File: config.mk
export PLATFORM = sky130hd
export DESIGN_NAME = lcd_frame_timer
export DESIGN_NICKNAME = d
export VERILOG_FILES = /design/src/rtl/lcd_ft_pkg.sv /design/src/rtl/lcd_ft_ctrl.sv /design/src/rtl/lcd_ft_prescaler.sv /design/src/rtl/lcd_ft_divider.sv /design/src/rtl/lcd_ft_phase.sv /design/src/rtl/lcd_frame_timer.sv
export SDC_FILE = /design/constraint.sdc
export NUM_CORES = 1
export LEC_CHECK = 0
export BUFFER_PORTS_ARGS = -buffer_cell sky130_fd_sc_hd__buf_2
export CAP_MARGIN = 5
export CORE_MARGIN = 1
export CORE_UTILIZATION = 25
export CTS_CLUSTER_DIAMETER = 40
export DETAILED_ROUTE_END_ITERATION = 6
export SLEW_MARGIN = 15
export SYNTH_ARGS = -nofsm -noshare
export SYNTH_HDL_FRONTEND = slang
export SYNTH_SLANG_ARGS = --single-unit
File: constraint.sdc
create_clock -name clk -period 1.71 [get_ports clk]
set_input_delay 0.171 -clock clk [delete_from_list [all_inputs] [get_ports clk]]
set_output_delay 0.171 -clock clk [all_outputs]
set_load 0.1 [all_outputs]
File: src/rtl/lcd_ft_pkg.sv
package lcd_ft_pkg;

    localparam int PSEL_W = 2;
    localparam int DIV_W  = 3;
    localparam int DUTY_W = 3;
    localparam int COM_W  = 3;
    localparam int SEG_W  = 6;

    typedef enum logic {
        ST_IDLE = 1'b0,
        ST_RUN  = 1'b1
    } run_state_e;

    typedef struct packed {
        logic [PSEL_W-1:0] psel;
        logic [DIV_W-1:0]  cdiv;
        logic [DUTY_W-1:0] duty;
    } ft_cfg_t;

    localparam ft_cfg_t CFG_DEFAULT = '{psel: '0, cdiv: '0, duty: '0};

    // Index of the last common line for a duty code
    function automatic logic [COM_W-1:0] com_last(input logic [DUTY_W-1:0] d);
        logic [COM_W-1:0] r;
        unique case (d)
            3'd0:    r = 3'd0;
            3'd1:    r = 3'd1;
            3'd2:    r = 3'd2;
            3'd3:    r = 3'd3;
            3'd4:    r = 3'd5;
            default: r = 3'd7;
        endcase
        return r;
    endfunction

    // Segment lines left over for a duty code
    function automatic logic [SEG_W-1:0] seg_limit(input logic [DUTY_W-1:0] d);
        logic [SEG_W-1:0] r;
        unique case (d)
            3'd0, 3'd1, 3'd2, 3'd3: r = 6'd44;
            3'd4:                   r = 6'd42;
            default:                r = 6'd40;
        endcase
        return r;
    endfunction

endpackage

File: src/rtl/lcd_ft_ctrl.sv
module lcd_ft_ctrl
    import lcd_ft_pkg::*;
(
    input  logic    clk,
    input  logic    rst,
    input  logic    en,
    input  logic    frame_stb,
    input  ft_cfg_t cfg_in,
    output ft_cfg_t cfg_act
);

    run_state_e state_q, state_d;
    logic       load_cfg;

    // State register
    always_ff @(posedge clk) begin
        if (rst) state_q <= ST_IDLE;
        else     state_q <= state_d;
    end

    // Transitions: T_START, T_STOP
    always_comb begin
        state_d = state_q;
        unique case (state_q)
            ST_IDLE: state_d = en ? ST_RUN  : ST_IDLE;
            ST_RUN:  state_d = en ? ST_RUN  : ST_IDLE;
            default: state_d = ST_IDLE;
        endcase
    end

    // Outputs: load on T_START or T_FRAME
    always_comb begin
        load_cfg = 1'b0;
        unique case (state_q)
            ST_IDLE: load_cfg = en;
            ST_RUN:  load_cfg = en & frame_stb;
            default: load_cfg = 1'b0;
        endcase
    end

    always_ff @(posedge clk) begin
        if (rst)           cfg_act <= CFG_DEFAULT;
        else if (load_cfg) cfg_act <= cfg_in;
    end

endmodule

File: src/rtl/lcd_ft_prescaler.sv
module lcd_ft_prescaler #(
    parameter int BASE_LOG2 = 4,
    parameter int PSEL_W    = 2
) (
    input  logic              clk,
    input  logic              rst,
    input  logic              en,
    input  logic [PSEL_W-1:0] psel,
    output logic              tick
);

    localparam int N_SEL = 1 << PSEL_W;
    localparam int CNT_W = BASE_LOG2 + N_SEL - 1;

    logic [CNT_W-1:0] lim [N_SEL];
    logic [CNT_W-1:0] cnt_q;
    logic [CNT_W-1:0] top_v;

    for (genvar g = 0; g < N_SEL; g++) begin : g_lim
        assign lim[g] = CNT_W'((1 << (BASE_LOG2 + g)) - 1);
    end

    assign top_v = lim[psel];
    assign tick  = en && (cnt_q == top_v);

    always_ff @(posedge clk) begin
        if (rst || !en)  cnt_q <= '0;
        else if (tick)   cnt_q <= '0;
        else             cnt_q <= cnt_q + 1'b1;
    end

endmodule

File: src/rtl/lcd_ft_divider.sv
module lcd_ft_divider #(
    parameter int DIV_W = 3
) (
    input  logic             clk,
    input  logic             rst,
    input  logic             en,
    input  logic             tick_in,
    input  logic [DIV_W-1:0] cdiv,
    output logic             tick_out
);

    logic [DIV_W-1:0] cnt_q;

    assign tick_out = en && tick_in && (cnt_q == cdiv);

    always_ff @(posedge clk) begin
        if (rst || !en)     cnt_q <= '0;
        else if (tick_out)  cnt_q <= '0;
        else if (tick_in)   cnt_q <= cnt_q + 1'b1;
    end

endmodule

File: src/rtl/lcd_ft_phase.sv
module lcd_ft_phase #(
    parameter int COM_W = 3
) (
    input  logic             clk,
    input  logic             rst,
    input  logic             en,
    input  logic             step,
    input  logic [COM_W-1:0] last,
    output logic [COM_W-1:0] idx,
    output logic             wrap
);

    logic [COM_W-1:0] idx_q;

    assign idx  = idx_q;
    assign wrap = en && step && (idx_q == last);

    always_ff @(posedge clk) begin
        if (rst || !en)  idx_q <= '0;
        else if (wrap)   idx_q <= '0;
        else if (step)   idx_q <= idx_q + 1'b1;
    end

endmodule

File: src/rtl/lcd_frame_timer.sv
module lcd_frame_timer
    import lcd_ft_pkg::*;
(
    input  logic              clk,
    input  logic              rst,
    input  logic              en,
    input  logic [PSEL_W-1:0] pre_sel,
    input  logic [DIV_W-1:0]  clk_div,
    input  logic [DUTY_W-1:0] duty_sel,
    output logic              com_stb,
    output logic [COM_W-1:0]  com_idx,
    output logic              frame_stb,
    output logic [SEG_W-1:0]  seg_max
);

    ft_cfg_t cfg_in, cfg_act;
    logic    pre_tick;

    assign cfg_in = '{psel: pre_sel, cdiv: clk_div, duty: duty_sel};

    lcd_ft_ctrl u_ctrl (
        .clk       (clk),
        .rst       (rst),
        .en        (en),
        .frame_stb (frame_stb),
        .cfg_in    (cfg_in),
        .cfg_act   (cfg_act)
    );

    lcd_ft_prescaler #(.BASE_LOG2(4), .PSEL_W(PSEL_W)) u_pre (
        .clk  (clk),
        .rst  (rst),
        .en   (en),
        .psel (cfg_act.psel),
        .tick (pre_tick)
    );

    lcd_ft_divider #(.DIV_W(DIV_W)) u_div (
        .clk      (clk),
        .rst      (rst),
        .en       (en),
        .tick_in  (pre_tick),
        .cdiv     (cfg_act.cdiv),
        .tick_out (com_stb)
    );

    lcd_ft_phase #(.COM_W(COM_W)) u_phase (
        .clk  (clk),
        .rst  (rst),
        .en   (en),
        .step (com_stb),
        .last (com_last(cfg_act.duty)),
        .idx  (com_idx),
        .wrap (frame_stb)
    );

    assign seg_max = seg_limit(cfg_act.duty);

endmodule

==> Implementation_results.wiki, run 1 <==
{| class="wikitable"
! Metric !! Value
|-
| Run status || finished with violations
|-
| Failing checks || negative setup slack
|-
| Fraction of the cycle the final worst path needs || 115%
|-
| Cell Pwr Density || 648 nW/um^2
|-
| Placed Instances || 212
|-
| Met2 routed wirelength || 1.24 mm
|-
| Area growth, synth to finish || 54.2%
|-
| Routability congestion estimate || 0.748
|-
| # nets final || 191
|-
| Met3 wire length || 69 um
|-
| Register area || 457 um^2
|-
| Commonest cells after routing, fill and taps aside || 30 x buf_4, 18 x nand2b_1, 15 x buf_2, 15 x dfxtp_1, 9 x mux2i_1
|-
| Critical path fanouts, max || 4
|-
| Max Buffers Root-to-Sink || 2
|-
| Final setup violating endpoints || 12
|-
| Antenna diode count || 0
|-
| Critical Path Source Type || flop
|-
| Synthesis warning total || 0
|-
| Data arrival time at the worst-slack endpoint || 1.80 ns
|-
| Max-slew violation total from the final report || 0
|-
| Clock tree from TritonCTS || built
|-
| Most frequent standard cell in the layout excluding fill and tap cells || buf_4
|-
| Via count || 999
|-
| Total negative setup slack || -1.75 ns
|-
| LEAKAGE || 0.749 nW
|-
| Routed wire length || 2.58 mm
|-
| Hold bufs inserted after CTS || 0
|-
| Number of cells produced by synthesis || 124
|-
| Maximum frequency from static timing analysis || 0.507 GHz
|-
| Wire length on met1 || 1.22 mm
|-
| Pin count of the biggest net entering global routing || 18
|-
| Antenna Violating Nets Remaining || 0
|-
| Number of I/O pins || 22
|-
| Die area || 4810 um^2
|-
| Portion of the post-synthesis area used by sequential elements || 38.8%
|-
| Final Critical Period || 1.97 ns
|-
| Path category of the worst min-delay check || in2reg
|-
| Combined area of all synthesized cells || 1130 um^2
|-
| Global-route total usage across every layer || 11.2%
|-
| Final cell count without fillers || 228
|-
| Fin Clk Skew || 0.00168 ns
|-
| Setup repair after global routing missed its margin || yes
|-
| Clock transition at path regs || 0.08 ns
|-
| Critical path endpoint category || output port
|-
| Number of buffers created by CTS || 3
|-
| Max incr delay on CP || 0.40 ns
|-
| Fillcell total || 427
|-
| Critical-path cell list || or3_4, a21oi_4, nor2_2, buf_4, nor3_4, buf_12
|-
| DRC violation count after routing || 0
|-
| Area inside the core boundary || 4350 um^2
|-
| Average via count per standard cell || 4.38
|-
| Die Ht || 69.4 um
|-
| Final WS setup || -0.262 ns
|-
| Largest delay contributor family on the critical path || simple AND/OR/NAND/NOR gates
|-
| Initial antenna violation count || 0
|-
| Synthesized area per cell || 9.15 um^2
|-
| Final Hold Violating Endpoints || 0
|-
| Share of cells above drive strength 1 || 46.0%
|-
| Global-route wire length before repair || 4.40 mm
|-
| Root cell of the clock tree || clkbuf_8
|-
| Multi-input logic area || 754 um^2
|-
| Number of max-capacitance violations reported || 0
|-
| Uppermost layer routed || met4
|-
| Data required time of the worst path || 1.54 ns
|-
| Number of distinct library cell variants in the gate-level netlist after synthesis || 32
|-
| Worst IR Drop VDD || 0.000330 V
|-
| Chip Width || 69.4 um
|-
| Initial Util || 26.1%
|-
| Clk sink count || 22
|-
| Via count of the first global-routing pass || 1,017
|-
| IO Port Bufs || 17
|-
| Standard cell with the maximum stage delay on the critical path || or3_4
|-
| FP Rows || 24
|-
| Total number of H-tree levels || 1
|-
| HPWL reported at the end of detailed placement || 1.79 mm
|-
| Kind of critical path || reg2out
|-
| Worst path buffer plus inverter count || 2
|-
| Number of DRC markers after the initial detailed-route iteration || 6
|-
| WL per Instance || 11.3 um
|-
| Final global-route overflow total || 0
|-
| Detailed-router iteration count before antenna repair || 4
|-
| Clock latency on the worst-skew pair || 0.27 ns
|-
| Number of register bits inferred by synthesis || 22
|}
Yosys cell counts, drive strengths merged:
cell type | n | share of area, %
mux2i | 9 | 7.9
nor2 | 10 | 3.3
xor2 | 5 | 3.9
o21a | 1 | 0.66
nand2 | 3 | 0.99
buf | 5 | 3.6
clkbuf | 2 | 0.66
nor3 | 6 | 2.6
nand2b | 18 | 9.9
o2111a | 1 | 0.99
o31a | 1 | 0.77
o211ai | 1 | 0.66
ha | 3 | 3.3
or4 | 1 | 0.66
inv | 3 | 0.99
nand3 | 4 | 1.8
o21ai | 4 | 2.1
nor4 | 1 | 0.55
a211oi | 1 | 0.66
nand4 | 2 | 1.1
xnor2 | 7 | 5.4
a21boi | 1 | 0.66
nor2b | 2 | 1.1
conb | 2 | 0.66
a21oi | 4 | 1.8
o31ai | 1 | 0.66
and3 | 2 | 1.1
or3 | 1 | 0.55
dfxtp | 22 | 39
nor4b | 1 | 2.1
registers in the layout (all words and copies together), names as in the netlist:
signal / flops
u_div.cnt_q: 3
u_phase.idx: 3
u_ctrl.state_q: 1
u_ctrl.cfg_act: 8
u_pre.cnt_q: 7
layer usage:
metal  vias up  GRT usage (%)
met5         -              0
met4         0           5.44
met3         5           1.89
met2        19           17.6
met1       459           14.9
li1        516              -
tightest hold or removal path, delay by kind of cell:
kind | cells | cell delay [ns]
AND/OR/NAND/NOR | 1 | 0.05
multiplexers | 1 | 0.06
buffers and inverters | 1 | 0.09
final timing paths:
| kind | slack [ns] | cells past startpoint | from | endpoint |
|---|---|---|---|---|
| setup / recovery | -0.26 | 6 | u_phase.idx[1] | frame_stb |
| hold / removal | 0.15 | 3 | pre_sel[0] | u_ctrl.cfg_act[6] |
| setup reg to reg | -0.13 | 7 | u_pre.cnt_q[1] | u_phase.idx[0] |
| hold reg to reg | 0.50 | 2 | u_ctrl.cfg_act[6] | u_ctrl.cfg_act[6] |
power by group:
part           total, mW  leakage, nW  internal (mW)  switching [mW]
logic              0.216        0.537         0.0827           0.133
clock network      0.383       0.0288          0.206           0.177
registers          0.536        0.183          0.524          0.0125
total               1.13        0.749          0.812           0.323
layout make-up:
type | count | share of cell area, %
multi-input cells | 94 | 43.1
clock buffers | 4 | 3.15
repair buffers | 53 | 23.3
flip-flops and latches | 22 | 26.1
well taps | 52 | 3.72
inverters | 3 | 0.643
through the flow:
step                worst slack [ns]  util, %  instance area (um^2)  hold WS (ns)  total power [mW]
finish                        -0.262     40.2                  1750         0.146              1.13
global route                  -0.324     40.2                  1750         0.159              1.18
CTS                           -0.221     38.3                  1670         0.149              1.14
detailed placement            -0.102     35.4                  1540         0.440             0.754
global placement             -0.0571     35.4                  1540         0.434             0.753
floorplan                     -0.344        -                  1230         0.323             0.695
repair_timing:
item                       in CTS  in global routing
pin swaps                       4                  5
setup endpoints to repair      11                 16
setup buffers                   9                  6
gates resized for setup         3                 15
cell families after synthesis:
kind of cell / count (synthesis) / share of synthesized area, %
AND/OR/NAND/NOR: 51 / 25.8
other: 2 / 0.662
AO/OA/AOI/OAI: 15 / 8.93
flip-flops: 22 / 38.8
XOR/XNOR: 12 / 9.26
buffers and inverters: 10 / 5.29
adder cells (fa/ha/maj): 3 / 3.31
multiplexers: 9 / 7.94
No activity file was read; power rests on OpenSTA's default activity.
==> inputs of run 2 (changes only) <==
--- a/config.mk
+++ b/config.mk
@@ -11,7 +11,7 @@
 export CORE_UTILIZATION = 25
 export CTS_CLUSTER_DIAMETER = 40
 export DETAILED_ROUTE_END_ITERATION = 6
-export SLEW_MARGIN = 15
+export SLEW_MARGIN = 20
 export SYNTH_ARGS = -nofsm -noshare
 export SYNTH_HDL_FRONTEND = slang
 export SYNTH_SLANG_ARGS = --single-unit
==> constraint.sdc (replaced) <==
create_clock -name clk -period 1.71 [get_ports clk]
set_input_delay 0.171 -clock clk [delete_from_list [all_inputs] [get_ports clk]]
set_output_delay 0.171 -clock clk [all_outputs]
set_load 0.02 [all_outputs]
==> Implementation_results.wiki, run 2 (same netlist as run 1, synthesis figures left out) <==
{| class="wikitable"
! Metric !! Value
|-
| Run status || finished with violations
|-
| Failing checks || negative setup slack
|-
| Average via count per standard cell || 4.42 (+0.78%)
|-
| Die Ht || 69.4 um (unchanged)
|-
| Min-Delay Endpoint || u_ctrl.cfg_act[1]
|-
| Most frequent standard cell in the layout excluding fill and tap cells || buf_4
|-
| Startpoint of the lowest-slack hold path || duty_sel[1]
|-
| Number of I/O pins || 22 (unchanged)
|-
| End of the worst register-to-register path || u_phase.idx[2]
|-
| Max incr delay on CP || 0.38 ns (-0.02 ns)
|-
| Max-slew violation total from the final report || 0 (unchanged)
|-
| Area inside the core boundary || 4350 um^2 (unchanged)
|-
| Clk sink count || 22 (unchanged)
|-
| Fraction of the core area covered by cells at the end of the flow || 38.2% (-2.0 points)
|-
| FP Rows || 24 (unchanged)
|-
| IO Port Bufs || 17 (unchanged)
|-
| Post-Layout Inst Area || 1660 um^2 (-5.0%)
|-
| Setup repair after global routing missed its margin || yes
|-
| Path category of the worst min-delay check || in2reg
|-
| Area growth, synth to finish || 46.5%
|-
| Number of DRC markers after the initial detailed-route iteration || 28 (+22)
|-
| Register containing the most flip-flops in the final layout || u_ctrl.cfg_act
|-
| Final setup violating endpoints || 12 (unchanged)
|-
| Largest registers in the final layout || u_ctrl.cfg_act x8, u_pre.cnt_q x7
|-
| Multi-input logic area || 728 um^2 (-3.5%)
|-
| Global-route total usage across every layer || 11.0% (-0.21 points)
|-
| Chip Width || 69.4 um (unchanged)
|-
| Routed wire length || 2.47 mm (-4.1%)
|-
| Via count || 998 (-0.10%)
|-
| Reg-to-reg setup timing slack || -0.12 ns (about the same)
|-
| Kind of critical path || reg2out
|-
| Fillcell total || 441 (+3.3%)
|-
| Cells on Worst Hold Path || 3 (unchanged)
|-
| Critical path endpoint category || output port
|-
| Cell Pwr Density || 645 nW/um^2 (-0.44%)
|-
| Hold bufs inserted after CTS || 0 (unchanged)
|-
| Share of cells above drive strength 1 || 42.5% (-3.5 points)
|-
| Placed Instances || 209 (-1.4%)
|-
| Total number of H-tree levels || 1 (unchanged)
|-
| Dpl ws || -0.0626 ns (+0.0393 ns)
|-
| Power Total || 1.07 mW (-5.4%)
|-
| Antenna diode count || 0 (unchanged)
|-
| Worst IR Drop VDD || 0.000293 V (-11%)
|-
| Via count of the first global-routing pass || 999 (-1.8%)
|-
| Routability congestion estimate || 0.714 (-4.5%)
|-
| Critical Path Source Type || flop
|-
| Critical-path cell list || or3_4, a21oi_4, nor2_2, buf_4, nor3_2, buf_4
|-
| LEAKAGE || 0.731 nW (-2.4%)
|-
| Number of max-capacitance violations reported || 0 (unchanged)
|-
| WL per Instance || 10.9 um (-3.3%)
|-
| Final Hold Violating Endpoints || 0 (unchanged)
|-
| Final global-route overflow total || 0 (unchanged)
|-
| HPWL reported at the end of detailed placement || 1.77 mm (-1.1%)
|-
| Initial antenna violation count || 0 (unchanged)
|-
| Data arrival time at the worst-slack endpoint || 1.68 ns (-0.12 ns)
|-
| Antenna Violating Nets Remaining || 0 (unchanged)
|-
| Clock tree from TritonCTS || built
|-
| Standard cell with the maximum stage delay on the critical path || or3_4
|-
| Detailed-router iteration count before antenna repair || 3 (-1)
|-
| Data required time of the worst path || 1.54 ns (about the same)
|-
| Reg-to-Reg Start || u_ctrl.cfg_act[1]
|-
| Clock latency on the worst-skew pair || 0.26 ns (about the same)
|-
| Worst hold margin || 0.151 ns (+0.00511 ns)
|-
| Global-route wire length before repair || 4.28 mm (-2.8%)
|-
| Number of buffers created by CTS || 3 (unchanged)
|-
| Pin count of the biggest net entering global routing || 17 (-1)
|-
| Maximum frequency from static timing analysis || 0.541 GHz (+6.6%)
|-
| Initial Util || 26.1% (unchanged)
|-
| Register area || 447 um^2 (-2.2%)
|-
| Fin Clk Skew || 0.00142 ns (-0.000262 ns)
|-
| Commonest cells after routing, fill and taps aside || 33 x buf_4, 18 x nand2b_1, 17 x dfxtp_1
|-
| Final cell count without fillers || 226 (-0.88%)
|-
| DRC violation count after routing || 0 (unchanged)
|-
| Max FFs per register || 8 (unchanged)
|-
| Root cell of the clock tree || clkbuf_8
|-
| # nets final || 189 (-1.0%)
|-
| Final WS setup || -0.139 ns (+0.123 ns)
|-
| Most prevalent standard cell on the critical path || buf_4
|-
| Critical path fanouts, max || 4 (unchanged)
|-
| Fraction of the cycle the final worst path needs || 108% (-7.2 points)
|-
| Worst-case reg-to-reg path depth || 10 (+3)
|-
| Final Critical Period || 1.85 ns (-0.123 ns)
|-
| Total negative setup slack || -0.666 ns (+1.08 ns)
|-
| Max Buffers Root-to-Sink || 2 (unchanged)
|-
| Area of placed instances || 1430 um^2 (-7.1%)
|-
| Clock transition at path regs || 0.08 ns (about the same)
|-
| Die area || 4810 um^2 (unchanged)
|}
## run 2: worst max path at each step
stage	startpoint	end	slack, ns	depth (start not counted)
global route	u_pre.cnt_q[0]	frame_stb	-0.25	7
global placement	u_ctrl.cfg_act[0]	u_ctrl.cfg_act[0]	-0.04	5
finish	u_ctrl.cfg_act[1]	frame_stb	-0.14	6
detailed placement	u_pre.cnt_q[1]	u_ctrl.cfg_act[3]	-0.06	6
floorplan	u_pre.cnt_q[1]	u_phase.idx[0]	-0.0004	6
CTS	u_phase.idx[1]	frame_stb	-0.15	6
## run 2: critical path: cells and delay by family (launching register included)
family	cells	cell delay, ns
buffers and inverters	2	0.31
flip-flops	1	0.35
AND/OR/NAND/NOR	3	0.59
AO/OA/AOI/OAI	1	0.17
## run 2: cell type report
type / instances / share of cell area (%)
repair buffers: 51 / 21.4
multi-input cells: 94 / 43.8
flip-flops and latches: 22 / 26.9
clock buffers: 4 / 3.31
well taps: 52 / 3.91
inverters: 3 / 0.677
## run 2: power by group
part	switching (mW)	total (mW)	internal (mW)
sequential	0.0132	0.542	0.528
combinational	0.0802	0.160	0.0800
clock	0.166	0.371	0.205
## run 2: timing repair
item | 4_1_cts | 5_1_grt
setup buffers | 11 | 2
setup endpoints to repair | 11 | 16
endpoints found under the hold margin | 0 | 0
pin swaps | 7 | 4
resized for setup | 15 | 7
## run 2: layer usage
layer	global-route usage (%)	part of all wire [%]	vias to the layer above	wire length [um]
li1	-	-	518	-
met1	13.0	45	459	1110
met2	18.9	51	16	1250
met3	1.74	2.1	5	52
met4	6.12	2.5	0	61
met5	0	0	-	0
